`config.mk`:
```
export PLATFORM = sky130hd
export DESIGN_NAME = tws_reg_slave
export DESIGN_NICKNAME = d
export VERILOG_FILES = /design/src/rtl/tws_pkg.sv /design/src/rtl/tws_filter.sv /design/src/rtl/tws_cond.sv /design/src/rtl/tws_engine.sv /design/src/rtl/tws_reg_slave.sv
export SDC_FILE = /design/constraint.sdc
export NUM_CORES = 1
export LEC_CHECK = 0
export BUFFER_PORTS_ARGS = -buffer_cell sky130_fd_sc_hd__clkbuf_2
export CAP_MARGIN = 30
export CORE_ASPECT_RATIO = 0.8
export CORE_UTILIZATION = 50
export DETAILED_ROUTE_END_ITERATION = 16
export GPL_ROUTABILITY_DRIVEN = 1
export GPL_TIMING_DRIVEN = 0
export PLACE_DENSITY = 0.71
export SLEW_MARGIN = 20
export SYNTH_ARGS = -nofsm -noshare
export SYNTH_HDL_FRONTEND = slang
export SYNTH_SLANG_ARGS = --single-unit
export TNS_END_PERCENT = 1
```
`constraint.sdc`:
```
create_clock -name clk -period 2.5 [get_ports clk]
set_clock_uncertainty 0.1 [all_clocks]
set_input_delay 0.5 -clock clk [delete_from_list [all_inputs] [get_ports clk]]
set_output_delay 0.5 -clock clk [all_outputs]
set_load 0.02 [all_outputs]
```
`src/rtl/tws_pkg.sv`:
```
package tws_pkg;
  localparam int BYTE_W = 8;
  localparam int WORD_W = 2 * BYTE_W;
  localparam int BCNT_W = $clog2(BYTE_W + 1);

  typedef enum logic [2:0] {
    ST_IDLE,
    ST_DEV,
    ST_REG,
    ST_WR,
    ST_RD
  } tws_state_t;
endpackage

```
`src/rtl/tws_filter.sv`:
```
module tws_filter #(
  parameter int FILT_LEN = 3
) (
  input  logic clk,
  input  logic rst_n,
  input  logic raw_i,
  output logic filt_o
);
  localparam int CW = $clog2(FILT_LEN + 1);

  logic          s1, s2, q, q_n;
  logic [CW-1:0] cnt, cnt_n;

  // A new level is accepted only after FILT_LEN consecutive disagreeing samples
  always_comb begin
    q_n   = q;
    cnt_n = '0;
    if (s2 != q) begin
      if (cnt == CW'(FILT_LEN - 1)) q_n = s2;
      else                          cnt_n = cnt + 1'b1;
    end
  end

  always_ff @(posedge clk or negedge rst_n) begin
    if (!rst_n) begin
      s1  <= 1'b1;
      s2  <= 1'b1;
      q   <= 1'b1;
      cnt <= '0;
    end else begin
      s1  <= raw_i;
      s2  <= s1;
      q   <= q_n;
      cnt <= cnt_n;
    end
  end

  assign filt_o = q;
endmodule

```
`src/rtl/tws_cond.sv`:
```
module tws_cond (
  input  logic clk,
  input  logic rst_n,
  input  logic scl_f,
  input  logic sda_f,
  output logic scl_rise,
  output logic scl_fall,
  output logic start_c,
  output logic stop_c
);
  logic scl_q, sda_q;

  always_ff @(posedge clk or negedge rst_n) begin
    if (!rst_n) begin
      scl_q <= 1'b1;
      sda_q <= 1'b1;
    end else begin
      scl_q <= scl_f;
      sda_q <= sda_f;
    end
  end

  assign scl_rise = scl_f & ~scl_q;
  assign scl_fall = ~scl_f & scl_q;
  assign start_c  = scl_f & scl_q & sda_q & ~sda_f;
  assign stop_c   = scl_f & scl_q & ~sda_q & sda_f;
endmodule

```
`src/rtl/tws_engine.sv`:
```
module tws_engine
  import tws_pkg::*;
#(
  parameter logic [6:0] DEV_ADDR = 7'h48
) (
  input  logic              clk,
  input  logic              rst_n,
  input  logic              scl_rise,
  input  logic              scl_fall,
  input  logic              start_c,
  input  logic              stop_c,
  input  logic              sda_s,
  input  logic [WORD_W-1:0] rd_data,
  output logic              sda_oe,
  output logic              wr_en,
  output logic [BYTE_W-1:0] wr_addr,
  output logic [WORD_W-1:0] wr_data,
  output logic              rd_req,
  output logic [BYTE_W-1:0] rd_addr
);
  localparam logic [BCNT_W-1:0] FULL = BCNT_W'(BYTE_W);

  tws_state_t        st, st_n;
  logic [BCNT_W-1:0] bcnt, bcnt_n;
  logic [BYTE_W-1:0] shreg, shreg_n, hib, hib_n, lob, lob_n, ptr, ptr_n;
  logic [BYTE_W-1:0] wa_n;
  logic [WORD_W-1:0] wd_n;
  logic              ackph, ackph_n, oe_n, idx, idx_n, mack, mack_n;
  logic              wr_n, rq_n;

  always_comb begin
    st_n    = st;
    bcnt_n  = bcnt;
    shreg_n = shreg;
    hib_n   = hib;
    lob_n   = lob;
    ptr_n   = ptr;
    wa_n    = wr_addr;
    wd_n    = wr_data;
    ackph_n = ackph;
    oe_n    = sda_oe;
    idx_n   = idx;
    mack_n  = mack;
    wr_n    = 1'b0;
    rq_n    = 1'b0;
    // Word fetched in the request cycle; first bit goes out at once
    if (rd_req) begin
      shreg_n = rd_data[WORD_W-1:BYTE_W];
      lob_n   = rd_data[BYTE_W-1:0];
      oe_n    = ~rd_data[WORD_W-1];
    end
    if (start_c) begin
      st_n    = ST_DEV;
      bcnt_n  = '0;
      ackph_n = 1'b0;
      oe_n    = 1'b0;
      idx_n   = 1'b0;
    end else if (stop_c) begin
      st_n    = ST_IDLE;
      ackph_n = 1'b0;
      oe_n    = 1'b0;
    end else begin
      case (st)
        ST_DEV, ST_REG, ST_WR: begin
          if (!ackph) begin
            if (scl_rise && bcnt != FULL) begin
              shreg_n = {shreg[BYTE_W-2:0], sda_s};
              bcnt_n  = bcnt + 1'b1;
            end
            if (scl_fall && bcnt == FULL) begin
              if (st == ST_DEV && shreg[BYTE_W-1:1] != DEV_ADDR) begin
                st_n = ST_IDLE;
              end else begin
                ackph_n = 1'b1;
                oe_n    = 1'b1;
              end
            end
          end else if (scl_fall) begin
            ackph_n = 1'b0;
            oe_n    = 1'b0;
            bcnt_n  = '0;
            case (st)
              ST_DEV: begin
                if (shreg[0]) begin
                  st_n  = ST_RD;
                  rq_n  = 1'b1;
                  idx_n = 1'b0;
                end else begin
                  st_n = ST_REG;
                end
              end
              ST_REG: begin
                ptr_n = shreg;
                st_n  = ST_WR;
                idx_n = 1'b0;
              end
              default: begin
                if (!idx) begin
                  hib_n = shreg;
                  idx_n = 1'b1;
                end else begin
                  wr_n  = 1'b1;
                  wa_n  = ptr;
                  wd_n  = {hib, shreg};
                  ptr_n = ptr + 1'b1;
                  idx_n = 1'b0;
                end
              end
            endcase
          end
        end
        ST_RD: begin
          if (!ackph) begin
            if (scl_rise && bcnt != FULL) bcnt_n = bcnt + 1'b1;
            if (scl_fall) begin
              if (bcnt == FULL) begin
                ackph_n = 1'b1;
                oe_n    = 1'b0;
              end else begin
                shreg_n = {shreg[BYTE_W-2:0], 1'b0};
                oe_n    = ~shreg[BYTE_W-2];
              end
            end
          end else begin
            if (scl_rise) mack_n = ~sda_s;
            if (scl_fall) begin
              ackph_n = 1'b0;
              bcnt_n  = '0;
              if (!mack) begin
                st_n = ST_IDLE;
              end else if (!idx) begin
                idx_n   = 1'b1;
                shreg_n = lob;
                oe_n    = ~lob[BYTE_W-1];
              end else begin
                idx_n = 1'b0;
                ptr_n = ptr + 1'b1;
                rq_n  = 1'b1;
              end
            end
          end
        end
        default: ;
      endcase
    end
  end

  always_ff @(posedge clk or negedge rst_n) begin
    if (!rst_n) begin
      st      <= ST_IDLE;
      bcnt    <= '0;
      shreg   <= '0;
      hib     <= '0;
      lob     <= '0;
      ptr     <= '0;
      wr_addr <= '0;
      wr_data <= '0;
      ackph   <= 1'b0;
      sda_oe  <= 1'b0;
      idx     <= 1'b0;
      mack    <= 1'b0;
      wr_en   <= 1'b0;
      rd_req  <= 1'b0;
    end else begin
      st      <= st_n;
      bcnt    <= bcnt_n;
      shreg   <= shreg_n;
      hib     <= hib_n;
      lob     <= lob_n;
      ptr     <= ptr_n;
      wr_addr <= wa_n;
      wr_data <= wd_n;
      ackph   <= ackph_n;
      sda_oe  <= oe_n;
      idx     <= idx_n;
      mack    <= mack_n;
      wr_en   <= wr_n;
      rd_req  <= rq_n;
    end
  end

  assign rd_addr = ptr;
endmodule

```
`src/rtl/tws_reg_slave.sv`:
```
module tws_reg_slave
  import tws_pkg::*;
#(
  parameter logic [6:0] DEV_ADDR = 7'h48,
  parameter int         FILT_LEN = 3
) (
  input  logic              clk,
  input  logic              rst_n,
  input  logic              scl_i,
  input  logic              sda_i,
  output logic              sda_oe,
  output logic              wr_en,
  output logic [BYTE_W-1:0] wr_addr,
  output logic [WORD_W-1:0] wr_data,
  output logic              rd_req,
  output logic [BYTE_W-1:0] rd_addr,
  input  logic [WORD_W-1:0] rd_data
);
  logic [1:0] raw, filt;
  logic       scl_f, sda_f, scl_rise, scl_fall, start_c, stop_c;

  assign raw = {sda_i, scl_i};

  for (genvar i = 0; i < 2; i++) begin : g_line
    tws_filter #(.FILT_LEN(FILT_LEN)) u_filt (
      .clk(clk), .rst_n(rst_n), .raw_i(raw[i]), .filt_o(filt[i])
    );
  end

  assign scl_f = filt[0];
  assign sda_f = filt[1];

  tws_cond u_cond (
    .clk(clk), .rst_n(rst_n), .scl_f(scl_f), .sda_f(sda_f),
    .scl_rise(scl_rise), .scl_fall(scl_fall),
    .start_c(start_c), .stop_c(stop_c)
  );

  tws_engine #(.DEV_ADDR(DEV_ADDR)) u_eng (
    .clk(clk), .rst_n(rst_n),
    .scl_rise(scl_rise), .scl_fall(scl_fall),
    .start_c(start_c), .stop_c(stop_c), .sda_s(sda_f),
    .rd_data(rd_data), .sda_oe(sda_oe),
    .wr_en(wr_en), .wr_addr(wr_addr), .wr_data(wr_data),
    .rd_req(rd_req), .rd_addr(rd_addr)
  );
endmodule

```
==> run metrics, run 1 <==
n_diodes=0; overall power=3.88 mW; FILL cells=682; PnR worst setup slack=0.232 ns; 1st-iter DRT viols=167; Slew headroom=53.4%; Synth Register Bits=81; startpoint types=register; worst skew pair latency=about 0.36 ns; number of synthesized flops with an enable pin=0; class of the worst hold path=in2async; CTS Sinks=just over 80; final RePlAce weighted congestion=0.923; # IOs=55; max_cap viols=0; maximum operating frequency=between 0.4 and 0.5 GHz; Data required, critical path=2.64 ns; Die Width=just over 100 um; Flop pwr share=44.7%; Synth top area share=44.3%; clock buffer depth=2; ys flop type=dfrtp_1; post-synth cell types=60; Area after DPL=4560 um^2; setup TNS=0 ns; clock root buffer=clkbuf_8; Finished Core Util=59.9%; Mapped Area=4120 um^2; status=finished, final reports clean; sw frac=36.1%; kind of end point of the critical path=register; post-route ant nets=0; Post-CTS Setup Repair Bufs=0; CTS Buf Count=9; Syn. warnings=0; core box area=7950 um^2; number of global-route vias before repair=between 2000 and 3000; Comb power frac=30.1%; DIE AREA=roughly 8600 um^2; gr usage total=22.1%; Slew Viols, Final=0; share of layout cells above drive strength 1=32.7%; DRC viols=0; post-route cell area=between 4000 and 5000 um^2; post-route clock period utilization=90.7%; post-synth net total=402; Syn Inst Count=379; P_leak=2.31 nW; Die Y=83.2 um; maximum vdd drop=0.000448 V; row cnt=29; via count=3165; CTS Hold Bufs=0; drt wl/cell=between 15 and 20 um; post-cts sizing count=0; asr flop ratio synth=100%; Worst-path clk slew=0.09 ns; Critical Path AT=2.41 ns; post-synthesis sequential area ratio=49.4%; Final Net Count=between 400 and 500; PD cells=816 nW/um^2; I/O Buffers=54; TritonCTS clock tree=yes; initial antenna violation count=0; Clock Power Share=around a quarter; setup violators final=0; critical path class=reg2reg; # H-tree levels=3; post-synth top area cell=dfrtp_1; Final Hold Vio Count=0; first-pass GRT wire length=approximately 15000 um; worst slew pin tran=0.697 ns; global route overflow=0; unrepaired setup endpoints after global routing=no; maximum number of pins on one net before global-route repair=48; Tmin final=around 2.3 ns; area grow syn2layout=15.4%; CP max FO=10; WL final=9030 um; vias per inst=5.67; Switching Power=1.40 mW; Synth Area per Inst=10.9 um^2; router iterations before antenna repair=5; P_int=2.48 mW; HPWL after DPL=6410 um; initial core utilization=around 52%; dominant cells by area after synthesis=dfrtp_1 (44%), mux2_2 (13%), dfstp_2 (5.1%), mux2i_1 (4.4%), nor2_1 (2.8%); worst slack at placement=about 0.25 ns
-- flip-flops by register name (all words and copies together), names as in the netlist, 3 cells and up --
name               cells
u_eng.st               3
u_eng.wr_addr          8
u_eng.hib              8
u_eng.shreg            8
u_eng.lob              8
u_eng.wr_data         16
u_eng.bcnt             4
u_eng.rd_addr          8
g_line.u_filt.cnt      4
-- layout by cell type (no fill, tap or decap), types with 3 or more instances in the layout --
master	instances
nor2b_1	7
buf_2	9
mux2i_1	18
a22oi_1	4
dfstp_2	8
o211ai_1	3
a31oi_1	3
inv_1	8
nand4_1	3
clkbuf_1	12
nand3_1	9
or2_2	3
clkbuf_2	53
o21ai_0	23
a21oi_1	18
o32a_1	6
o22ai_1	6
ha_1	3
xnor2_1	4
nor3_1	5
mux2_2	46
clkbuf_8	9
nand2_1	21
nor2_1	31
dfrtp_1	73
a211oi_1	6
nand2b_1	4
nor3b_1	3
o31ai_1	3
-- cells in the mapped netlist, types with 2 or more instances --
| master | number |
|---|---|
| a211oi_1 | 6 |
| a21oi_1 | 18 |
| a22o_1 | 2 |
| a22oi_1 | 4 |
| a2bb2oi_1 | 2 |
| a31oi_1 | 3 |
| a32oi_1 | 2 |
| and3_1 | 2 |
| and4_1 | 2 |
| buf_2 | 9 |
| buf_4 | 2 |
| clkbuf_1 | 12 |
| dfrtp_1 | 73 |
| dfstp_2 | 8 |
| ha_1 | 3 |
| inv_1 | 8 |
| mux2_2 | 46 |
| mux2i_1 | 18 |
| nand2_1 | 21 |
| nand2b_1 | 4 |
| nand3_1 | 9 |
| nand4_1 | 3 |
| nor2_1 | 31 |
| nor2b_1 | 7 |
| nor3_1 | 5 |
| nor3b_1 | 3 |
| o211ai_1 | 3 |
| o21ai_0 | 23 |
| o22ai_1 | 6 |
| o31ai_1 | 3 |
| o32a_1 | 6 |
| or2_2 | 3 |
| xnor2_1 | 4 |
| xor2_1 | 2 |
-- critical path: stages (launching register included) --
cell and delay (ns):
dfstp_2 0.53, clkbuf_1 0.31, xor2_1 0.13, nor2b_1 0.21, nor2_1 0.20, buf_2 0.26
o21ai_0 0.12, o32a_1 0.30
-- worst paths after layout --
check	slack, ns	cells after the start	start	endpoint
max in group asynchronous	1.69	2	rst_n	u_eng.shreg[6]
max	0.23	7	g_line[1].u_filt.filt_o	u_eng.shreg[6]
max reg2reg	0.23	7	g_line[1].u_filt.filt_o	u_eng.shreg[6]
min reg2reg	0.26	0	g_line[0].u_filt.s1	g_line[0].u_filt.s2
min in group clk	0.12	1	sda_i	g_line[1].u_filt.s1
min	0.02	1	rst_n	u_eng.wr_en
-- per-stage QoR --
step                      instances  hold slack [ns]
final                           558           0.0175
after floorplan                 379            0.104
after detailed placement        542            0.247
after global routing            558           0.0439
after global placement          541            0.247
after CTS                       558           0.0253
-- power groups by stage --
stage	registers (mW)	clock network [mW]	logic (mW)
4_1_cts	1.74	1.00	1.16
3_5_place_dp	1.76	0	1.16
6_report	1.74	0.977	1.17
5_1_grt	1.77	1.06	1.28
2_1_floorplan	1.66	0	0.915
3_3_place_gp	1.75	0	1.12
-- cells by family (layout without fill, tap and decap cells) --
group	count (synthesis)	in the layout	share of synthesized area, %
compound gates	90	90	14.4
xor+xnor	6	6	1.27
fa+ha+maj	3	3	0.911
buf+inv	33	104	3.85
flops	81	81	49.4
mux	64	64	16.9
simple gates	102	102	13.2
-- cell type report --
type	count	area (um^2)	share of cell area (%)
Timing Repair Buffer	55	300	6.31
Clock inverter	7	77.6	1.63
Tap cell	108	135	2.84
Buffer	25	129	2.71
Clock buffer	9	124	2.60
Sequential cell	81	2040	42.8
Inverter	8	30.0	0.631
Multi-Input combinational cell	265	1930	40.5
-- metal layers --
metal	vias up	wire length, um	global-route usage (%)
li1	1514	-	-
met1	1549	4390	30.8
met2	95	4140	34.3
met3	7	442	5.97
met4	0	58	5.27
met5	-	0	0
(Power assumes the default switching activity.)
==> inputs of run 2 (changes only) <==
SETUP_SLACK_MARGIN = 0.3   (was not set)
==> run 2 against run 1 <==
Cell count grew 0.36%. Sequential share of layout area shrank 0.27 points. Flip-flop and latch count is the same. Highest routed layer unchanged. Largest cell class unchanged. Routed wire length grew 0.34%. Non-clock buffer count grew 2. Clock power grew 0.7%.
==> run metrics, run 2 (synthesized netlist as in run 1, its figures left out) <==
first-pass GRT wire length=~15000 um; core box area=7950 um^2; share of layout cells above drive strength 1=33.6%; P_leak=around 2.3 nW; clock root buffer=clkbuf_8; Finished Core Util=60.3%; commonest non-fill, non-tap cell in the layout=dfrtp_1; clock buffer depth=2; Final Net Count=470; WL final=9060 um; Non-Filler Instances=560; maximum operating frequency=0.462 GHz; gr usage total=22.1%; CTS Hold Bufs=0; maximum vdd drop=0.000451 V; overall power=3.92 mW; Critical Path AT=2.32 ns; Final Hold Vio Count=0; post-route ant nets=0; post-route clock period utilization=86.6%; initial antenna violation count=0; FILL cells=~680; initial core utilization=between 50% and 60%; critical path class=reg2reg; Tmin final=2.17 ns; setup TNS=0 ns; Largest register FFs=16; worst-case reg-to-reg path depth=7; 1st-iter DRT viols=182; Slew headroom=51.7%; startpoint types=register; I/O Buffers=54; CTS Buf Count=9; Data required, critical path=around 2.7 ns; PD cells=818 nW/um^2; vias per inst=5.73; maximum number of pins on one net before global-route repair=48; router iterations before antenna repair=4; kind of end point of the critical path=register; via count=3207; DIE AREA=8610 um^2; drt wl/cell=between 15 and 20 um; setup violators final=0; CP max FO=10; class of the worst hold path=in2async; unrepaired setup endpoints after global routing=yes; DRC viols=0; max_cap viols=0; area grow syn2layout=16.2%; Die Width=a little over 100 um; # IOs=55; # H-tree levels=3; TritonCTS clock tree=yes; Slew Viols, Final=0; status=finished, final reports clean; final RePlAce weighted congestion=0.923; global route overflow=0; row cnt=29; worst skew pair latency=0.36 ns; commonest non-fill, non-tap cells in the layout=dfrtp_1 (73), clkbuf_2 (56), mux2_2 (46), nor2_1 (31), o21ai_0 (23); worst slew pin tran=between 0.7 and 0.8 ns; Worst-path clk slew=~0.09 ns; Die Y=~83 um; CTS Sinks=81; number of global-route vias before repair=2935; n_diodes=0; Placed Cells=roughly 540; largest reg by FF count=u_eng.wr_data; HPWL after DPL=~6400 um
## run 2: cell types whose count changed in the layout (fill, tap and decap cells not counted), sizes merged
| cell | delta |
|---|---|
| clkbuf | +2 |
## run 2: cell type report
class	instances	area, um^2	area share (%)
Sequential cell	81	2040	42.5
Buffer	25	138	2.87
Clock inverter	7	77.6	1.62
Clock buffer	9	124	2.59
Inverter	8	30.0	0.627
Timing Repair Buffer	57	315	6.58
Tap cell	108	135	2.82
Multi-Input combinational cell	265	1930	40.4
## run 2: metrics by stage
step	setup WS [ns]	hold WS [ns]	cell area (um^2)
2_1_floorplan	0.456	0.104	4120
3_3_place_gp	0.0270	0.247	4530
3_5_place_dp	0.250	0.247	4560
4_1_cts	0.275	0.0253	4770
5_1_grt	0.223	0.0439	4790
6_report	0.334	0.0134	4790
## run 2: worst max-delay path, stage by stage (launching register included)
cell and delay [ns]:
dfstp_2 0.54, buf_2 0.20, nor2b_4 0.09, and2_1 0.21
nand4_1 0.14, clkbuf_4 0.25, clkbuf_4 0.22, mux2_2 0.33
## run 2: where the power goes
part	internal, mW	leakage [nW]	switching, mW
sequential	1.49	1.08	0.240
combinational	0.539	1.14	0.666
clock	0.473	0.106	0.510
## run 2: path summary, 6_finish.rpt
kind / from / to / slack [ns]
worst max register to register: g_line[0].u_filt.filt_o / u_eng.wr_addr[7] / 0.33
worst min register to register: g_line[0].u_filt.s1 / g_line[0].u_filt.s2 / 0.26
worst min-delay path: rst_n / u_eng.wr_en / 0.01
min in group clk: sda_i / g_line[1].u_filt.s1 / 0.11
worst max-delay path: g_line[0].u_filt.filt_o / u_eng.wr_addr[7] / 0.33
max in group asynchronous: rst_n / u_eng.lob[2] / 1.69
## run 2: repair_timing
item / CTS / global route
pin swaps: 0 / 0
setup endpoints to repair: 13 / 26
gates cloned: 0 / 0
gates resized for setup: 2 / 6
setup buffers: 0 / 2
## run 2: per-layer routing
layer	vias up	routed length [um]	GRT usage, %
met4	0	71	5.27
met5	-	0	0
met2	111	4110	34.2
met1	1571	4310	31.0
met3	7	575	5.97
li1	1518	-	-
==> inputs of run 3 (changes only) <==
ABC_AREA = 1   (was not set)
==> run 3 against run 2 <==
Sequential power shrank 2%. First-iteration DRC count grew 31%. Flip-flop and latch count is the same. Fmax grew 15%. Cell count grew 27%. Sequential share of layout area shrank 0.21 points. Synthesized area grew 2.1%. Via count grew 19%. Clock-buffer cell count is the same. Critical path type unchanged.
==> run metrics, run 3 <==
status=finished, final reports clean; P_int=2.32 mW; Switching Power=around 1.7 mW; critical path class=reg2reg; unrepaired setup endpoints after global routing=no; Final Hold Vio Count=0; commonest non-fill, non-tap cells in the layout=nand2_1 (173), dfrtp_1 (73), clkbuf_2 (53), inv_1 (46), nand3_1 (40); max_cap viols=0; Slew headroom=62.0%; WL final=10400 um; share of layout cells above drive strength 1=roughly 22%; Clock Power Share=22.3%; Syn Inst Count=531; DRC viols=0; worst slew pin tran=0.570 ns; Crit-path slowest cell=dfrtp_1; FILL cells=787; list of most frequent post-synthesis cells=nand2_1 (173), dfrtp_1 (73), inv_1 (46); setup violators final=0; 1st-iter DRT viols=238; setup TNS=0 ns; router iterations before antenna repair=5; # H-tree levels=3; vias per inst=between 5 and 6; post-route clock period utilization=roughly three quarters; worst slack at placement=0.653 ns; maximum operating frequency=0.529 GHz; Comb power frac=35.4%; Largest register FFs=16; DIE AREA=8790 um^2; number of synthesized flops with an enable pin=0; n_diodes=0; Tmin final=roughly 1.9 ns; post-synth net total=about 550; P_leak=2.46 nW; Die Width=105 um; Placed Cells=694; CTS Sinks=81; core box area=8060 um^2; Die Y=84.1 um; CTS Hold Bufs=0; initial core utilization=52.3%; Flop pwr share=42.2%; final RePlAce weighted congestion=0.891; CP peak stage delay=0.41 ns; row cnt=29; dominant cells by area after synthesis=dfrtp_1 (43%), nand2_1 (15%), dfstp_2 (5.0%), nand3_1 (4.8%), inv_1 (4.1%); sw frac=42.0%; CP max FO=10; # IOs=55; Critical Path AT=a little over 2 ns; initial antenna violation count=0; TritonCTS clock tree=yes; class of the worst hold path=in2async; Non-Filler Instances=710; kind of end point of the critical path=register; PnR worst setup slack=0.610 ns; storage element area=2040 um^2; gr usage total=between 20% and 30%; Mapped Area=4210 um^2; ys flop type=dfrtp_1; HPWL after DPL=about 7600 um; global route overflow=0; post-cts sizing count=0; post-synthesis sequential area ratio=roughly half; Worst-path clk slew=0.10 ns; CTS Buf Count=9; Syn. warnings=0; worst-case reg-to-reg path depth=7; clock root buffer=clkbuf_8; Synth Area per Inst=between 7 and 8 um^2; Finished Core Util=59.8%; maximum vdd drop=0.000499 V; post-synth top area cell=dfrtp_1; post-route ant nets=0; area occupied by multi-input gates=1840 um^2; post-synth cell types=36; first-pass GRT wire length=17100 um; I/O Buffers=54; Synth Register Bits=a little over 80; Data required, critical path=around 2.7 ns; most common cell in the netlist=nand2_1; area grow syn2layout=14.4%; worst path cell trace=inv_1, ha_1, nand3_1, nand3_2, buf_2, o21ai_0, o211ai_1; commonest non-fill, non-tap cell in the layout=nand2_1; PD cells=831 nW/um^2; Final Net Count=620; drt wl/cell=~15 um; Slew Viols, Final=0; Synth top area share=43.4%; Post-CTS Setup Repair Bufs=0; asr flop ratio synth=100%; via count=3809; number of global-route vias before repair=roughly 3500; startpoint types=register; worst skew pair latency=0.37 ns; largest reg by FF count=u_eng.wr_data; maximum number of pins on one net before global-route repair=between 40 and 50; clock buffer depth=2
==> run 3: power groups by stage <==
stage	combinational, mW	clock, mW	sequential [mW]
after detailed placement	1.40	0	1.71
after CTS	1.41	0.910	1.68
after global placement	1.37	0	1.70
final	1.42	0.893	1.69
after global routing	1.60	0.958	1.72
after floorplan	1.03	0	1.68
==> run 3: layer usage <==
metal | track usage (%) | vias to the layer above | routed length [um]
li1 | - | 1870 | -
met1 | 36.5 | 1810 | 5100
met2 | 37.4 | 111 | 4610
met3 | 4.53 | 18 | 512
met4 | 8.19 | 0 | 178
met5 | 0 | - | 0
==> run 3: cells by family (layout without fill, tap and decap cells) <==
| kind of cell | after synthesis | after routing | share of synthesized area [%] |
|---|---|---|---|
| simple gates | 268 | 268 | 28.7 |
| compound gates | 99 | 99 | 13.4 |
| flops | 81 | 81 | 48.4 |
| buf+inv | 76 | 147 | 7.82 |
| xor+xnor | 4 | 4 | 0.832 |
| fa+ha+maj | 3 | 3 | 0.892 |
==> run 3: through the flow <==
stage,instance area (um^2),total power [mW],hold WS [ns]
after floorplan,4210,2.71,0.104
final,4810,4.00,0.00887
after detailed placement,4640,3.11,0.253
after global routing,4810,4.27,0.0385
after CTS,4810,4.00,0.0327
after global placement,4610,3.07,0.249
==> run 3: worst max-delay path, delay by kind of cell, from the launching register on <==
family                   cells  cell delay [ns]
adder cells (fa/ha/maj)      1             0.20
AO/OA/AOI/OAI                2             0.32
buffers and inverters        2             0.33
flip-flops                   1             0.41
AND/OR/NAND/NOR              2             0.42
==> run 3: final timing paths <==
kind / startpoint / slack (ns) / to
setup / recovery: u_eng.bcnt[0] / 0.61 / u_eng.shreg[5]
hold / removal: rst_n / 0.009 / u_eng.lob[5]
setup reg to reg: u_eng.bcnt[0] / 0.61 / u_eng.shreg[5]
hold reg to reg: g_line[0].u_filt.s1 / 0.27 / g_line[0].u_filt.s2
max in group asynchronous: rst_n / 1.66 / u_eng.rd_addr[2]
min in group clk: sda_i / 0.11 / g_line[1].u_filt.s1
==> run 3: cell type report <==
class	instances	area share, %
clock inverter	7	1.09
clock buffer	9	2.57
tap	108	2.81
timing repair buffer	55	6.08
sequential	81	42.3
inverter	57	4.55
buffer	19	2.29
multi-input combinational	374	38.3
